**src/rtl/dbc_pkg.sv**
```systemverilog
// Package: shared types and constants for the doorbell completion filter.
// Assumes a 32-bit register data path and 16-bit payload and destination fields.
package dbc_pkg;
    localparam int DATA_W    = 32;
    localparam int PAYLOAD_W = 16;
    localparam int DEST_W    = 16;
    localparam int NSTAT     = 3;

    // Status and enable bit positions
    localparam int ST_RX  = 0;
    localparam int ST_TXC = 1;
    localparam int ST_OVF = 2;

    typedef enum logic [1:0] {
        OUT_OK  = 2'b00,
        OUT_ERR = 2'b01,
        OUT_TMO = 2'b10,
        OUT_RSV = 2'b11
    } outcome_e;

    typedef struct packed {
        logic [DEST_W-1:0]    dest;
        logic [PAYLOAD_W-1:0] payload;
        outcome_e             outcome;
    } cpl_entry_t;
endpackage

```
**src/rtl/dbc_filter.sv**
```systemverilog
// Module: dbc_filter
// Decides, for each response event, whether to queue it, drop it silently,
// or record an overflow. Purely combinational.
// Assumes the queue's full flag reflects the current cycle's occupancy.
module dbc_filter
    import dbc_pkg::*;
(
    input  logic     clk,
    input  logic     rst_n,
    input  logic     rsp_valid,
    input  outcome_e outcome,
    input  logic     keep_ok,
    input  logic     keep_fail,
    input  logic     q_full,
    output logic     push,
    output logic     overflow
);
    logic accept;

    // Pick the enable that matches the outcome class, then route on fullness
    always_comb begin
        if (outcome == OUT_OK) accept = rsp_valid && keep_ok;
        else                   accept = rsp_valid && keep_fail;
        push     = accept && !q_full;
        overflow = accept && q_full;
    end

    // success responses are dropped when the success enable is clear
    assert_drop_ok_R3: assert property (@(posedge clk) disable iff (!rst_n)
        (rsp_valid && outcome == OUT_OK && !keep_ok) |-> (!push && !overflow));

    // failed responses are dropped when the failure enable is clear
    assert_drop_fail_R4: assert property (@(posedge clk) disable iff (!rst_n)
        (rsp_valid && outcome != OUT_OK && !keep_fail) |-> (!push && !overflow));

    // the queue and the overflow report never both take one response
    assert_push_xor_ovf_R7: assert property (@(posedge clk) disable iff (!rst_n)
        !(push && overflow));
endmodule

```
**src/rtl/dbc_cpl_fifo.sv**
```systemverilog
// Module: dbc_cpl_fifo
// Completion queue with show-ahead head output and occupancy tracking.
// Assumes the caller never pushes while full and never pops while empty.
// A push that arrives while full is refused.
module dbc_cpl_fifo #(
    parameter int DEPTH = 16,
    parameter int W     = 34
) (
    input  logic         clk,
    input  logic         rst_n,
    input  logic         push,
    input  logic [W-1:0] din,
    input  logic         pop,
    output logic [W-1:0] dout,
    output logic         empty,
    output logic         full
);
    localparam int PTR_W = (DEPTH > 1) ? $clog2(DEPTH) : 1;
    localparam int CNT_W = $clog2(DEPTH + 1);
    localparam logic [PTR_W-1:0] LAST  = PTR_W'(DEPTH - 1);
    localparam logic [CNT_W-1:0] CAP   = CNT_W'(DEPTH);

    logic [W-1:0]     mem [DEPTH];
    logic [PTR_W-1:0] wr_ptr, rd_ptr;
    logic [CNT_W-1:0] count;
    logic             do_push, do_pop;

    // Gate the requests against the occupancy flags
    always_comb begin
        empty   = (count == '0);
        full    = (count == CAP);
        do_push = push && !full;
        do_pop  = pop && !empty;
        dout    = mem[rd_ptr];
    end

    // Storage write; data needs no reset
    always_ff @(posedge clk) begin
        if (do_push) mem[wr_ptr] <= din;
    end

    // Pointer and occupancy update
    always_ff @(posedge clk) begin
        if (!rst_n) begin
            wr_ptr <= '0;
            rd_ptr <= '0;
            count  <= '0;
        end else begin
            if (do_push) wr_ptr <= (wr_ptr == LAST) ? '0 : wr_ptr + PTR_W'(1);
            if (do_pop)  rd_ptr <= (rd_ptr == LAST) ? '0 : rd_ptr + PTR_W'(1);
            if (do_push && !do_pop)      count <= count + CNT_W'(1);
            else if (do_pop && !do_push) count <= count - CNT_W'(1);
        end
    end

    // occupancy never passes the capacity
    assert_no_overflow_R7: assert property (@(posedge clk) disable iff (!rst_n)
        count <= CAP);

    // the caller does not push into a full queue
    assert_push_not_full_R7: assert property (@(posedge clk) disable iff (!rst_n)
        push |-> !full);

    // a pop on an empty queue leaves it empty
    assert_empty_pop_R6: assert property (@(posedge clk) disable iff (!rst_n)
        (pop && empty && !push) |=> empty);
endmodule

```
**src/rtl/dbc_irq_unit.sv**
```systemverilog
// Module: dbc_irq_unit
// Keeps the three write-one-to-clear status bits and drives the registered
// interrupt. A set event beats a clear on the same bit. The overflow clear
// is armed only by a queue pop seen after the overflow was recorded.
module dbc_irq_unit
    import dbc_pkg::*;
(
    input  logic             clk,
    input  logic             rst_n,
    input  logic [NSTAT-1:0] set_evt,
    input  logic             clr_wr,
    input  logic [NSTAT-1:0] clr_bits,
    input  logic             pop_evt,
    input  logic [NSTAT-1:0] irq_en,
    output logic [NSTAT-1:0] status,
    output logic             irq
);
    logic [NSTAT-1:0] status_q, clr_eff, status_d;
    logic             ovf_armed;

    // Clear mask after the overflow gate, and next status with set priority
    always_comb begin
        clr_eff = clr_wr ? clr_bits : '0;
        if (!ovf_armed) clr_eff[ST_OVF] = 1'b0;
        for (int i = 0; i < NSTAT; i++) begin
            status_d[i] = set_evt[i] | (status_q[i] & ~clr_eff[i]);
        end
    end

    // Status register
    always_ff @(posedge clk) begin
        if (!rst_n) status_q <= '0;
        else        status_q <= status_d;
    end

    // Overflow clear arming: a new overflow disarms, a later pop arms
    always_ff @(posedge clk) begin
        if (!rst_n)                ovf_armed <= 1'b0;
        else if (set_evt[ST_OVF])  ovf_armed <= 1'b0;
        else if (pop_evt)          ovf_armed <= 1'b1;
    end

    // Registered interrupt output
    always_ff @(posedge clk) begin
        if (!rst_n) irq <= 1'b0;
        else        irq <= |(status_q & irq_en);
    end

    assign status = status_q;

    // every set event leaves its bit set in the next cycle
    assert_set_wins_R10: assert property (@(posedge clk) disable iff (!rst_n)
        set_evt[ST_RX] |=> status_q[ST_RX]);

    // overflow stays set while no pop has armed its clear
    assert_ovf_sticky_R9: assert property (@(posedge clk) disable iff (!rst_n)
        (status_q[ST_OVF] && !ovf_armed && !pop_evt) |=> status_q[ST_OVF]);

    // with every enable clear the interrupt is low one cycle later
    assert_irq_masked_R11: assert property (@(posedge clk) disable iff (!rst_n)
        (irq_en == '0) |=> !irq);
endmodule

```
**src/rtl/dbell_cpl_ctrl.sv**
```systemverilog
// Module: dbell_cpl_ctrl (top)
// Register-mapped control and status for outbound doorbell completions:
// filter, completion queue, W1C status and interrupt. Reads are registered:
// data appears one cycle after the read strobe. A read of the data offset
// pops the queue head.
module dbell_cpl_ctrl
    import dbc_pkg::*;
#(
    parameter int                  ADDR_W   = 8,
    parameter int                  DEPTH    = 16,
    parameter logic [ADDR_W-1:0]   CTL_OFS  = 8'h1C,
    parameter logic [ADDR_W-1:0]   IEN_OFS  = 8'h20,
    parameter logic [ADDR_W-1:0]   STA_OFS  = 8'h24,
    parameter logic [ADDR_W-1:0]   DAT_OFS  = 8'h28,
    parameter logic [ADDR_W-1:0]   PEEK_OFS = 8'h2C
) (
    input  logic                 clk,
    input  logic                 rst_n,
    input  logic [ADDR_W-1:0]    reg_addr,
    input  logic                 reg_wr,
    input  logic [DATA_W-1:0]    reg_wdata,
    input  logic                 reg_rd,
    output logic [DATA_W-1:0]    reg_rdata,
    input  logic                 rsp_valid,
    input  logic [1:0]           rsp_outcome,
    input  logic [PAYLOAD_W-1:0] rsp_payload,
    input  logic [DEST_W-1:0]    rsp_dest,
    input  logic                 rx_dbell,
    output logic                 irq
);
    localparam int ENT_W = $bits(cpl_entry_t);

    logic [1:0]        ctl_q;
    logic [NSTAT-1:0]  ien_q;
    logic [NSTAT-1:0]  status;
    logic [DATA_W-1:0] rdata_q;
    logic              q_push, q_ovf, q_pop, q_empty, q_full;
    cpl_entry_t        in_ent, head_ent;
    logic [ENT_W-1:0]  head_raw;
    logic              unused_wdata_hi;

    assign unused_wdata_hi = ^reg_wdata[DATA_W-1:NSTAT];

    // Pack the incoming response into a queue entry
    always_comb begin
        in_ent.dest    = rsp_dest;
        in_ent.payload = rsp_payload;
        in_ent.outcome = outcome_e'(rsp_outcome);
        head_ent       = cpl_entry_t'(head_raw);
        q_pop          = reg_rd && (reg_addr == DAT_OFS) && !q_empty;
    end

    dbc_filter u_filter (
        .clk       (clk),
        .rst_n     (rst_n),
        .rsp_valid (rsp_valid),
        .outcome   (outcome_e'(rsp_outcome)),
        .keep_ok   (ctl_q[0]),
        .keep_fail (ctl_q[1]),
        .q_full    (q_full),
        .push      (q_push),
        .overflow  (q_ovf)
    );

    dbc_cpl_fifo #(.DEPTH(DEPTH), .W(ENT_W)) u_fifo (
        .clk   (clk),
        .rst_n (rst_n),
        .push  (q_push),
        .din   (in_ent),
        .pop   (q_pop),
        .dout  (head_raw),
        .empty (q_empty),
        .full  (q_full)
    );

    dbc_irq_unit u_irq (
        .clk      (clk),
        .rst_n    (rst_n),
        .set_evt  ({q_ovf, q_push, rx_dbell}),
        .clr_wr   (reg_wr && (reg_addr == STA_OFS)),
        .clr_bits (reg_wdata[NSTAT-1:0]),
        .pop_evt  (q_pop),
        .irq_en   (ien_q),
        .status   (status),
        .irq      (irq)
    );

    // Control and enable registers; reserved bits are not stored
    always_ff @(posedge clk) begin
        if (!rst_n) begin
            ctl_q <= '0;
            ien_q <= '0;
        end else if (reg_wr) begin
            if (reg_addr == CTL_OFS) ctl_q <= reg_wdata[1:0];
            if (reg_addr == IEN_OFS) ien_q <= reg_wdata[NSTAT-1:0];
        end
    end

    // Registered read mux
    always_ff @(posedge clk) begin
        if (!rst_n) begin
            rdata_q <= '0;
        end else if (reg_rd) begin
            case (reg_addr)
                CTL_OFS:  rdata_q <= {{(DATA_W-2){1'b0}}, ctl_q};
                IEN_OFS:  rdata_q <= {{(DATA_W-NSTAT){1'b0}}, ien_q};
                STA_OFS:  rdata_q <= {{(DATA_W-NSTAT){1'b0}}, status};
                DAT_OFS:  rdata_q <= q_empty ? '0 : {head_ent.dest, head_ent.payload};
                PEEK_OFS: rdata_q <= q_empty ? '0 :
                                     {1'b1, {(DATA_W-3){1'b0}}, head_ent.outcome};
                default:  rdata_q <= '0;
            endcase
        end
    end

    assign reg_rdata = rdata_q;

    // a data read of an empty queue returns zero
    assert_empty_read_zero_R6: assert property (@(posedge clk) disable iff (!rst_n)
        (reg_rd && reg_addr == DAT_OFS && q_empty) |=> (reg_rdata == '0));

    // reserved control bits always read as zero
    assert_ctl_reserved_R2: assert property (@(posedge clk) disable iff (!rst_n)
        (reg_rd && reg_addr == CTL_OFS) |=> (reg_rdata[DATA_W-1:2] == '0));
endmodule

```
**config.mk**
```make
export PLATFORM = sky130hd
export DESIGN_NAME = dbell_cpl_ctrl
export DESIGN_NICKNAME = d
export VERILOG_FILES = /design/src/rtl/dbc_pkg.sv /design/src/rtl/dbc_filter.sv /design/src/rtl/dbc_cpl_fifo.sv /design/src/rtl/dbc_irq_unit.sv /design/src/rtl/dbell_cpl_ctrl.sv
export SDC_FILE = /design/constraint.sdc
export NUM_CORES = 1
export LEC_CHECK = 0
export BUFFER_PORTS_ARGS = -buffer_cell sky130_fd_sc_hd__clkbuf_2
export CORE_MARGIN = 2
export CORE_UTILIZATION = 55
export DETAILED_ROUTE_END_ITERATION = 16
export PLACE_DENSITY = 0.72
export SLEW_MARGIN = 20
export SYNTH_ARGS = -nofsm -noshare
export SYNTH_HDL_FRONTEND = slang
export SYNTH_SLANG_ARGS = --single-unit
```
**constraint.sdc**
```tcl
create_clock -name clk -period 4.14 [get_ports clk]
set_input_delay 0.414 -clock clk [delete_from_list [all_inputs] [get_ports clk]]
set_output_delay 0.414 -clock clk [all_outputs]
set_load 0.02 [all_outputs]
```
==> flow_summary.yaml <==
status:
  status: "complete, no violations"
synthesis:
  yosysTopAreaCellShare_pct: 71.34
  synth.area.top_cells: "edfxtp_1 71%, mux4_2 17%, dfxtp_1 5.2%"
  netlist_area_sq_um: 22900
  avgSynthCellArea_sq_um: 22.54
  synth_edf_count: 544
  synth.distinct_cells: 51
  ys.flop_type: "edfxtp_1"
  synth.net_count: 1106
  postSynthCellCount: 1016
  yosysTopAreaCell: "edfxtp_1"
  ys.warnings.count: 0
  async_flop_share_pct: 0
  yosysSeqAreaShare_pct: 76.50
  ys_seq_elements: 603
hold_path:
  hold_class: "in -> reg"
routing:
  drc: 0
  drt-wirelength-per-cell_um: 27.54
  firstDrtPassIters: 5
  wl_um: 47500
  num_vias: 10960
  vias_per_cell: 6.351
  ant_nets: 0
  drt_iter0_drc: 1241
worst_setup_path:
  start_kind: "flop"
  critPathCaptureType: "flop"
  critical_path_class: "reg -> reg"
  path_max_fanout: 12
  critical_path.cell_chain: "or3b_2, a221oi_1, buf_4, ha_1, inv_1, fa_1, a21o_1, a21oi_1, xnor2_1, or3_1, a21oi_1"
  path_delay_family: "simple AND/OR/NAND/NOR gates"
  cp.required_ps: 4650
  cp_slowest_cell: "or3b_2"
  max_stage_delay_ps: 460
  cp.buffers_inverters: 2
  r2r_slack_ps: 1080
  worstPathArrival_ps: 3570
  crit_top_cell: "a21oi_1"
timing:
  slew_headroom_pct: 30.10
  slew_violations: 0
  worst_pin_slew_ps: 1049
  fin_crit_ps: 3056
  fin_worst_skew_ps: 22.63
  rsz0062_at_grt: "false"
  fin_crit_sh_pct: 73.82
  finalHoldViolations: 0
  finalWorstSetupSlack_ps: 1084
  finalSetupViolations: 0
  fmax_mhz: 327.2
  tns_ps: 0
placement:
  dpl.hpwl_um: 25200
  dp_slack_ps: 745.2
  portBuffers: 83
  routabilityCongestion: 0.8350
cts:
  cts_made_buffers: 57
  cts_max_path_buffers: 3
  postCtsHoldBufs: 0
  cts_sinks: 603
  cts-resized-gates: 0
  path_clk_slew_ps: 60
  h-tree-depth: 2
  clock_latency_ps: 610
  tritoncts: "done"
  post-cts-setup-buffer-count: 0
  root_buffer: "clkbuf_16"
power:
  intPower_mw: 9.764
  irDropWorstVdd_v: 0.0003409
  p_switching_mw: 2.267
  clockPowerShare_pct: 43.9
  switching_share_pct: 18.84
  powerDensity_nw_per_um2: 458.2
  pwr-share-comb_pct: 1.1
  p_leak_nw: 8.169
  sequentialPowerShare_pct: 55.1
global_routing:
  antenna_found_initial: 4
  grt_pass1_vias: 10930
  grt_util_all_layers_pct: 22.24
  grt_pass1_wl_um: 70550
  grt.overflow.total: 0
  grt_max_degree: 56
finish:
  layout_common_cells: "544 x edfxtp_1, 168 x mux4_2, 83 x clkbuf_2"
  layout.nets: 1234
  fill_cells: 2695
  regArea_sq_um: 17530
  areaGrowthSynthToFinish_pct: 14.67
  layout-drive-gt1-share_pct: 34.23
  multiInputGateArea_sq_um: 5243
  layout_commonest_cell: "edfxtp_1"
floorplan:
  start_util_pct: 55.95
  rows: 74
  dieArea_sq_um: 43280
  coreArea_sq_um: 40920
  io_pins: 113
  die_width_um: 208.0
  die_y_um: 208.0
run:
  maxCapViolations: 0
[area by class of cell]
cell class | count | area share [%]
Antenna cell | 1 | 0.009531
Timing Repair Buffer | 124 | 3.212
Multi-Input combinational cell | 348 | 19.97
Sequential cell | 603 | 66.76
Clock buffer | 85 | 6.219
Clock inverter | 22 | 1.158
Inverter | 10 | 0.1430
Tap cell | 532 | 2.535
[sequential cells by signal, indices dropped and copies added, names as in the netlist, named ones only]
register / count
ctl_q: 2
ien_q: 3
u_fifo.wr_ptr: 4
u_fifo.count: 5
u_irq.irq: 1
u_fifo.rd_ptr: 4
u_fifo.mem: 544
reg_rdata: 32
u_irq.status: 3
u_irq.ovf_armed: 1
[power by group through the flow]
stage / Sequential (mW) / Clock [mW] / Combinational, mW
floorplan: 6.76 / 0 / 0.0215
global placement: 6.75 / 0 / 0.116
detailed placement: 6.75 / 0 / 0.125
CTS: 6.62 / 5.37 / 0.125
global route: 6.62 / 5.60 / 0.142
finish: 6.62 / 5.28 / 0.129
[through the flow]
step / hold slack, ps / instances / util [%] / total power [mW] / cell area, sq um
after global placement: 438.9 / 1616 / 59.35 / 6.870 / 24290
after CTS: 12.59 / 1723 / 64.08 / 12.12 / 26230
after global routing: 37.11 / 1725 / 64.16 / 12.37 / 26260
after floorplan: 445.1 / 1016 / - / 6.780 / 22920
after detailed placement: 444.6 / 1616 / 59.35 / 6.879 / 24290
final: 36.50 / 1725 / 64.16 / 12.03 / 26260
[worst paths after layout]
path / from / endpoint / cells past startpoint
setup / recovery: ctl_q[0] / u_fifo.count[4] / 11
hold reg to reg: reg_rdata[1] / reg_rdata[1] / 2
hold / removal: rx_dbell / u_irq.status[0] / 2
setup reg to reg: ctl_q[0] / u_fifo.count[4] / 11
[synth_stat cells (all sizes together) (2+ instances only)]
master and instances:
a211oi 3, a21boi 2, a21o 3, a21oi 15
a221oi 2, a32o 28, and4b 2, buf 24
clkbuf 31, dfxtp 59, edfxtp 544, ha 9
inv 10, mux2i 12, mux4 168, nand2 16
nand2b 2, nand3 5, nor2 31, nor3 7
o2111ai 2, o21a 2, o21ai 7, o22ai 2
o2bb2ai 2, or3 2, or4 2, or4b 2
xnor2 4, xor2 2
[cells by family (layout without fill, tap and decap cells)]
group           Yosys count  count (layout)  share of synthesized area (%)
xor+xnor                  6               6                         0.2295
compound gates           76              76                          2.716
mux                     180             180                          17.05
other cells               0               1                              0
fa+ha+maj                10              10                         0.5792
flops                   603             603                          76.50
simple gates             76              76                          1.699
buf+inv                  65             241                          1.224
[worst reg2reg max path, delay by kind of cell (launching register included)]
family / cells / cell delay [ps]
DFF: 1 / 360
AOI/OAI and AO/OA: 4 / 770
buffers and inverters: 2 / 350
xor gates and xnor gates: 1 / 100
and+or+nand+nor: 2 / 780
adders and majority gates: 2 / 620
[metal layers]
metal  wire length [um]  vias up  GRT usage [%]
met3               3443       62          3.698
li1                   -     4587              -
met1              19660     5847          32.63
met4                734        4          5.674
met5                 27        -              0
met2              23630      456          35.54
(Power assumes the default switching activity.)
